## config.mk

```make
export PLATFORM = sky130hd
export DESIGN_NAME = usb_fifo_bridge
export DESIGN_NICKNAME = d
export VERILOG_FILES = /design/src/rtl/ufb_pkg.sv /design/src/rtl/ufb_sync.sv /design/src/rtl/ufb_req_edge.sv /design/src/rtl/ufb_fsm.sv /design/src/rtl/usb_fifo_bridge.sv
export SDC_FILE = /design/constraint.sdc
export NUM_CORES = 1
export LEC_CHECK = 0
export CORE_MARGIN = 2
export CORE_UTILIZATION = 51
export CTS_CLUSTER_SIZE = 28
export DETAILED_ROUTE_END_ITERATION = 6
export PLACE_DENSITY = 0.81
export SLEW_MARGIN = 5
export SYNTH_ARGS = -nofsm -noshare
export SYNTH_HDL_FRONTEND = slang
export SYNTH_SLANG_ARGS = --single-unit
```

## constraint.sdc

```tcl
create_clock -name clk -period 2.6 [get_ports clk]
set_input_delay 0.52 -clock clk [delete_from_list [all_inputs] [get_ports clk]]
set_output_delay 0.52 -clock clk [all_outputs]
set_load 0.01 [all_outputs]
```

## src/rtl/ufb_pkg.sv

```systemverilog
package ufb_pkg;
  typedef enum logic [2:0] {
    ST_IDLE,
    ST_WSET,
    ST_WLOW,
    ST_WHOLD,
    ST_RLOW,
    ST_REC
  } ufb_state_e;

  function automatic int max2(input int a, input int b);
    return (a > b) ? a : b;
  endfunction
endpackage

```

## src/rtl/ufb_sync.sv

```systemverilog
module ufb_sync #(
  parameter int   W      = 2,
  parameter int   STAGES = 2,
  parameter logic RST_V  = 1'b1
) (
  input  logic         clk,
  input  logic         rst_n,
  input  logic [W-1:0] d,
  output logic [W-1:0] q
);
  logic [STAGES-1:0][W-1:0] stage_q;

  always_ff @(posedge clk or negedge rst_n) begin
    if (!rst_n) begin
      stage_q <= {(STAGES*W){RST_V}};
    end else begin
      stage_q[0] <= d;
      for (int s = 1; s < STAGES; s++) stage_q[s] <= stage_q[s-1];
    end
  end

  assign q = stage_q[STAGES-1];
endmodule

```

## src/rtl/ufb_req_edge.sv

```systemverilog
module ufb_req_edge (
  input  logic clk,
  input  logic rst_n,
  input  logic req,
  input  logic take,
  output logic rise,
  output logic pend
);
  logic req_q;

  assign rise = req & ~req_q;

  always_ff @(posedge clk or negedge rst_n) begin
    if (!rst_n) begin
      req_q <= 1'b0;
      pend  <= 1'b0;
    end else begin
      req_q <= req;
      if (rise)      pend <= 1'b1;
      else if (take) pend <= 1'b0;
    end
  end
endmodule

```

## src/rtl/ufb_fsm.sv

```systemverilog
module ufb_fsm
  import ufb_pkg::*;
#(
  parameter int DW     = 8,
  parameter int SETUP  = 1,
  parameter int WR_LOW = 2,
  parameter int HOLD   = 1,
  parameter int RD_LOW = 3,
  parameter int RECOV  = 2
) (
  input  logic          clk,
  input  logic          rst_n,
  input  logic [DW-1:0] tx_byte,
  input  logic          wr_rise,
  input  logic          wr_pend,
  input  logic          rd_rise,
  input  logic          rd_pend,
  input  logic          tx_space,
  input  logic          rx_avail,
  input  logic [DW-1:0] dq_i,
  output logic          wr_take,
  output logic          rd_take,
  output logic [DW-1:0] rx_byte,
  output logic          rx_valid,
  output logic [DW-1:0] dq_o,
  output logic          dq_oe,
  output logic          rstb_n,
  output logic          wstb_n
);
  localparam int MAXC = max2(max2(SETUP, WR_LOW), max2(max2(HOLD, RD_LOW), RECOV));
  localparam int CW   = $clog2(MAXC + 1);

  ufb_state_e    state;
  logic [CW-1:0] cnt;
  logic [DW-1:0] wbuf;
  logic [DW-1:0] bus_q;
  logic          last;

  assign last    = (cnt == '0);
  assign wr_take = (state == ST_IDLE) && wr_pend && tx_space;
  assign rd_take = (state == ST_IDLE) && !wr_take && rd_pend && rx_avail;

  assign dq_oe  = (state == ST_WSET) || (state == ST_WLOW) || (state == ST_WHOLD);
  assign wstb_n = (state != ST_WLOW);
  assign rstb_n = (state != ST_RLOW);
  assign dq_o   = bus_q;

  always_ff @(posedge clk or negedge rst_n) begin
    if (!rst_n) begin
      state    <= ST_IDLE;
      cnt      <= '0;
      wbuf     <= '0;
      bus_q    <= '0;
      rx_byte  <= '0;
      rx_valid <= 1'b0;
    end else begin
      if (wr_rise) wbuf <= tx_byte;
      unique case (state)
        ST_IDLE: begin
          if (wr_take) begin
            state <= ST_WSET;
            cnt   <= CW'(SETUP - 1);
            bus_q <= wbuf;
          end else if (rd_take) begin
            state <= ST_RLOW;
            cnt   <= CW'(RD_LOW - 1);
          end
        end
        ST_WSET: begin
          if (last) begin
            state <= ST_WLOW;
            cnt   <= CW'(WR_LOW - 1);
          end else cnt <= cnt - 1'b1;
        end
        ST_WLOW: begin
          if (last) begin
            state <= ST_WHOLD;
            cnt   <= CW'(HOLD - 1);
          end else cnt <= cnt - 1'b1;
        end
        ST_WHOLD: begin
          if (last) begin
            state <= ST_REC;
            cnt   <= CW'(RECOV - 1);
          end else cnt <= cnt - 1'b1;
        end
        ST_RLOW: begin
          if (last) begin
            state    <= ST_REC;
            cnt      <= CW'(RECOV - 1);
            rx_byte  <= dq_i;
            rx_valid <= 1'b1;
          end else cnt <= cnt - 1'b1;
        end
        ST_REC: begin
          if (last) state <= ST_IDLE;
          else      cnt   <= cnt - 1'b1;
        end
        default: state <= ST_IDLE;
      endcase
      if (rd_rise) rx_valid <= 1'b0;
    end
  end
endmodule

```

## src/rtl/usb_fifo_bridge.sv

```systemverilog
module usb_fifo_bridge #(
  parameter int DW     = 8,
  parameter int SYNC   = 2,
  parameter int SETUP  = 1,
  parameter int WR_LOW = 2,
  parameter int HOLD   = 1,
  parameter int RD_LOW = 3,
  parameter int RECOV  = 2
) (
  input  logic          clk,
  input  logic          rst_n,
  input  logic [DW-1:0] tx_byte,
  input  logic          wr_req,
  input  logic          rd_req,
  output logic [DW-1:0] rx_byte,
  output logic          rx_valid,
  output logic          tx_space,
  output logic          rx_avail,
  input  logic [DW-1:0] dev_dq_i,
  output logic [DW-1:0] dev_dq_o,
  output logic          dev_dq_oe,
  output logic          dev_rstb_n,
  output logic          dev_wstb_n,
  input  logic          dev_room_n,
  input  logic          dev_full_n
);
  logic [1:0] flags_s;
  logic       wr_rise, wr_pend, wr_take;
  logic       rd_rise, rd_pend, rd_take;

  ufb_sync #(.W(2), .STAGES(SYNC), .RST_V(1'b1)) u_sync (
    .clk(clk), .rst_n(rst_n), .d({dev_room_n, dev_full_n}), .q(flags_s)
  );

  assign tx_space = ~flags_s[1];
  assign rx_avail = ~flags_s[0];

  ufb_req_edge u_wr_edge (
    .clk(clk), .rst_n(rst_n), .req(wr_req), .take(wr_take),
    .rise(wr_rise), .pend(wr_pend)
  );

  ufb_req_edge u_rd_edge (
    .clk(clk), .rst_n(rst_n), .req(rd_req), .take(rd_take),
    .rise(rd_rise), .pend(rd_pend)
  );

  ufb_fsm #(
    .DW(DW), .SETUP(SETUP), .WR_LOW(WR_LOW), .HOLD(HOLD),
    .RD_LOW(RD_LOW), .RECOV(RECOV)
  ) u_fsm (
    .clk(clk), .rst_n(rst_n), .tx_byte(tx_byte),
    .wr_rise(wr_rise), .wr_pend(wr_pend), .rd_rise(rd_rise), .rd_pend(rd_pend),
    .tx_space(tx_space), .rx_avail(rx_avail), .dq_i(dev_dq_i),
    .wr_take(wr_take), .rd_take(rd_take),
    .rx_byte(rx_byte), .rx_valid(rx_valid),
    .dq_o(dev_dq_o), .dq_oe(dev_dq_oe),
    .rstb_n(dev_rstb_n), .wstb_n(dev_wstb_n)
  );
endmodule

```

==> flow_metrics.py <==
metrics = {
    "status": {
        "status": "complete, no violations",
    },
    "power": {
        "p_leak_nw": 0.906,
        "p_sw_share_pct": 32.8,
        "p_clk_share_pct": 12.4,
        "power_switching_mw": 0.725,
        "internal_power_mw": 1.48,
        "peakVddDrop_mv": 0.586,
        "pwr-share-comb_pct": 43.7,
        "powerDensity_mw_per_mm2": 1040,
        "seq_power_share_pct": 43.9,
    },
    "synthesis": {
        "synthCells": 122,
        "syn_avg_cell_area_um2": 13.1,
        "synth_compound_area_share_pct": 7.42,
        "synth_top_family_by_area": "multiplexers",
        "synth_top_area_cell": "dfrtp_1",
        "syn_nets": 147,
        "seq_area_frac_synth_pct": 59.6,
        "netlist_top_cells_area": "dfrtp_1 53%, mux2_2 18%, dfstp_2 6.6%",
        "synth_fa_ha_area_share_pct": 2.97,
        "yosys.area_share.xor_xnor_pct": 0.546,
        "syn_area_mm2": 0.00160,
        "synthMuxAreaShare_pct": 18.2,
        "yosysWarnings": 0,
        "yosys.area.top_type_share_pct": 53.1,
        "synth_simple_gate_area_share_pct": 7.65,
        "ys_seq_elements": 38,
        "ys_types": 31,
    },
    "sta": {
        "relSlewSlack_pct": 47.5,
        "worst_pin_slew_ns": 0.788,
        "slew_violations": 0,
        "fin_skew_ns": 0.00775,
        "finalSetupViolCount": 0,
        "timing.fmax_mhz": 444,
        "grt_setup_unrepaired": "no",
        "hold_viol": 0,
        "finalCritPeriodShare_pct": 86.6,
        "fin_crit_ns": 2.25,
        "tns_ns": 0,
    },
    "detailed_routing": {
        "first_pass_iters": 4,
        "vias_per_cell": 5.04,
        "drt_wl_total_um": 2980,
        "wire_per_inst_um": 14.0,
        "ant_nets": 0,
        "drt_iter0_drc": 35,
        "drc": 0,
        "dr_total_vias": 1068,
    },
    "floorplan": {
        "fp.coreArea_mm2": 0.00303,
        "io_pins": 44,
        "num_rows": 20,
        "die_h_um": 60.1,
        "initial_core_util_pct": 52.9,
        "die_w_um": 60.1,
        "die_area_mm2": 0.00361,
    },
    "clocking": {
        "clk_path_buf_depth": 2,
        "numClockSinks": 38,
        "cts_max_level": 2,
        "cts_root_buf": "clkbuf_4",
        "clk_pin_slew_worst_paths_ns": 0.10,
        "cts_made_buffers": 5,
        "postCtsHoldBufs": 0,
        "clk_latency_ns": 0.33,
        "cts-resized-gates": 0,
        "cts_tree": "yes",
        "cts_setup_buffers": 0,
    },
    "finish": {
        "layout_common_cells": "42 x clkdlybuf4s50_1, 34 x dfrtp_1, 25 x mux2_2, 8 x inv_1, 7 x nor2_1",
        "multi_input_comb_area_um2": 589,
        "layout_commonest_cell": "clkdlybuf4s50_1",
        "seq_area_um2": 956,
        "stdcell_area_mm2": 0.00212,
        "nets": 193,
        "final_cell_count_no_fill": 212,
        "syn_to_final_growth_pct": 32.0,
        "fillers": 224,
        "drive_gt1_share_pct": 22.6,
        "antenna-diode-count": 0,
    },
    "setup_path": {
        "crit_type": "reg -> out",
        "r2r-end": "u_fsm.rx_byte[3]",
        "start_kind": "register",
        "path_max_fanout": 15,
        "worstReg2RegStart": "u_fsm.cnt[0]",
        "arrival_ns": 1.73,
        "worstSetupEndpointType": "output port",
        "rrSetupSlack_ns": 0.79,
        "critPathRequiredTime_ns": 2.08,
        "reg2regPathDepth": 5,
    },
    "placed_design": {
        "dp_cells": 205,
        "placed_area_mm2": 0.00207,
        "io_buffers": 43,
        "place.gp.congestion": 0.845,
        "dp_hpwl_um": 2210,
    },
    "global_routing": {
        "grt_overflow": 0,
        "grt_pass1_wl_um": 4920,
        "grt_max_degree": 39,
        "grt_usage_pct": 19.2,
        "antenna_found_initial": 0,
        "grt_pass1_vias": 1089,
    },
    "job": {
        "cap_violations": 0,
    },
    "hold_path": {
        "hold_class": "in -> async",
    },
}
routing by layer:
| metal | GRT usage, % | share of wire (%) | up-vias |
|---|---|---|---|
| met2 | 29.5 | 50 | 31 |
| met4 | 9.52 | 3.0 | 0 |
| li1 | - | - | 510 |
| met1 | 24.4 | 43 | 518 |
| met5 | 0 | 0 | - |
| met3 | 6.06 | 4.3 | 9 |
metrics by stage:
step / hold slack [ns] / utilization (%) / power (mW) / setup WS [ns]
global route: 0.321 / 69.9 / 2.36 / 0.211
CTS: 0.280 / 69.9 / 2.24 / 0.339
floorplan: 0.224 / - / 1.51 / 0.967
global placement: 0.346 / 68.4 / 1.92 / 0.783
detailed placement: 0.348 / 68.4 / 1.95 / 0.712
finish: 0.260 / 69.9 / 2.21 / 0.348
worst max path at each step:
stage,from,to,cells past startpoint
finish,u_fsm.state[0],dev_dq_oe,3
global route,u_fsm.state[0],dev_dq_oe,3
CTS,u_fsm.state[0],dev_dq_oe,3
detailed placement,u_fsm.state[0],dev_dq_oe,3
global placement,u_fsm.state[0],dev_dq_oe,3
floorplan,u_fsm.cnt[0],u_fsm.rx_byte[0],6
power groups by stage:
| stage | logic, mW | clock network (mW) | registers [mW] |
|---|---|---|---|
| 2_1_floorplan | 0.535 | 0 | 0.972 |
| 3_3_place_gp | 0.956 | 0 | 0.966 |
| 3_5_place_dp | 0.971 | 0 | 0.982 |
| 4_1_cts | 0.979 | 0.285 | 0.972 |
| 5_1_grt | 1.05 | 0.311 | 1.00 |
| 6_report | 0.966 | 0.273 | 0.970 |
critical path: stages, from the launching register on:
cell,delay (ns)
dfrtp_1,0.60
nor2_1,0.13
nor2_1,0.12
clkdlybuf4s50_1,0.55
Yosys cell counts:
cell type	number
o211ai_1	1
nor3_1	1
clkbuf_1	2
o32a_1	1
o221a_1	1
inv_1	8
nor4bb_1	1
o31ai_1	2
a21o_1	1
dfrtp_1	34
o21a_1	1
nand2_1	4
nor2b_1	4
or3_1	1
nand3_1	1
mux2i_1	1
nor2_1	7
xnor2_1	1
mux2_2	25
and3b_1	1
or2_2	1
buf_2	4
nand2b_1	1
a21oi_1	5
o32ai_1	2
ha_1	3
a22o_1	1
maj3_1	1
o31a_1	1
dfstp_2	4
nand4b_1	1
final cells by class:
cell class / instances / share of cell area (%)
flip-flops and latches: 38 / 45.2
multi-input cells: 70 / 27.9
repair buffers: 45 / 20.8
well taps: 44 / 2.60
clock buffers: 7 / 2.13
inverters: 8 / 1.42
kinds of logic after synthesis:
kind of cell,count (synthesis)
AO/OA/AOI/OAI,16
XOR/XNOR,1
adder cells (fa/ha/maj),4
buffers and inverters,14
flip-flops,38
multiplexers,26
AND/OR/NAND/NOR,23
sequential cells by signal, summed over array words and instances (netlist names):
| name | cells |
|---|---|
| u_fsm.cnt | 2 |
| u_fsm.dq_o | 8 |
| u_fsm.rx_byte | 8 |
| u_fsm.rx_valid | 1 |
| u_fsm.state | 3 |
| u_fsm.wbuf | 8 |
| u_rd_edge.pend | 1 |
| u_rd_edge.req_q | 1 |
| u_sync.q | 2 |
| u_sync.stage_q | 2 |
| u_wr_edge.pend | 1 |
| u_wr_edge.req_q | 1 |
Power figures use the tool's default switching activity.
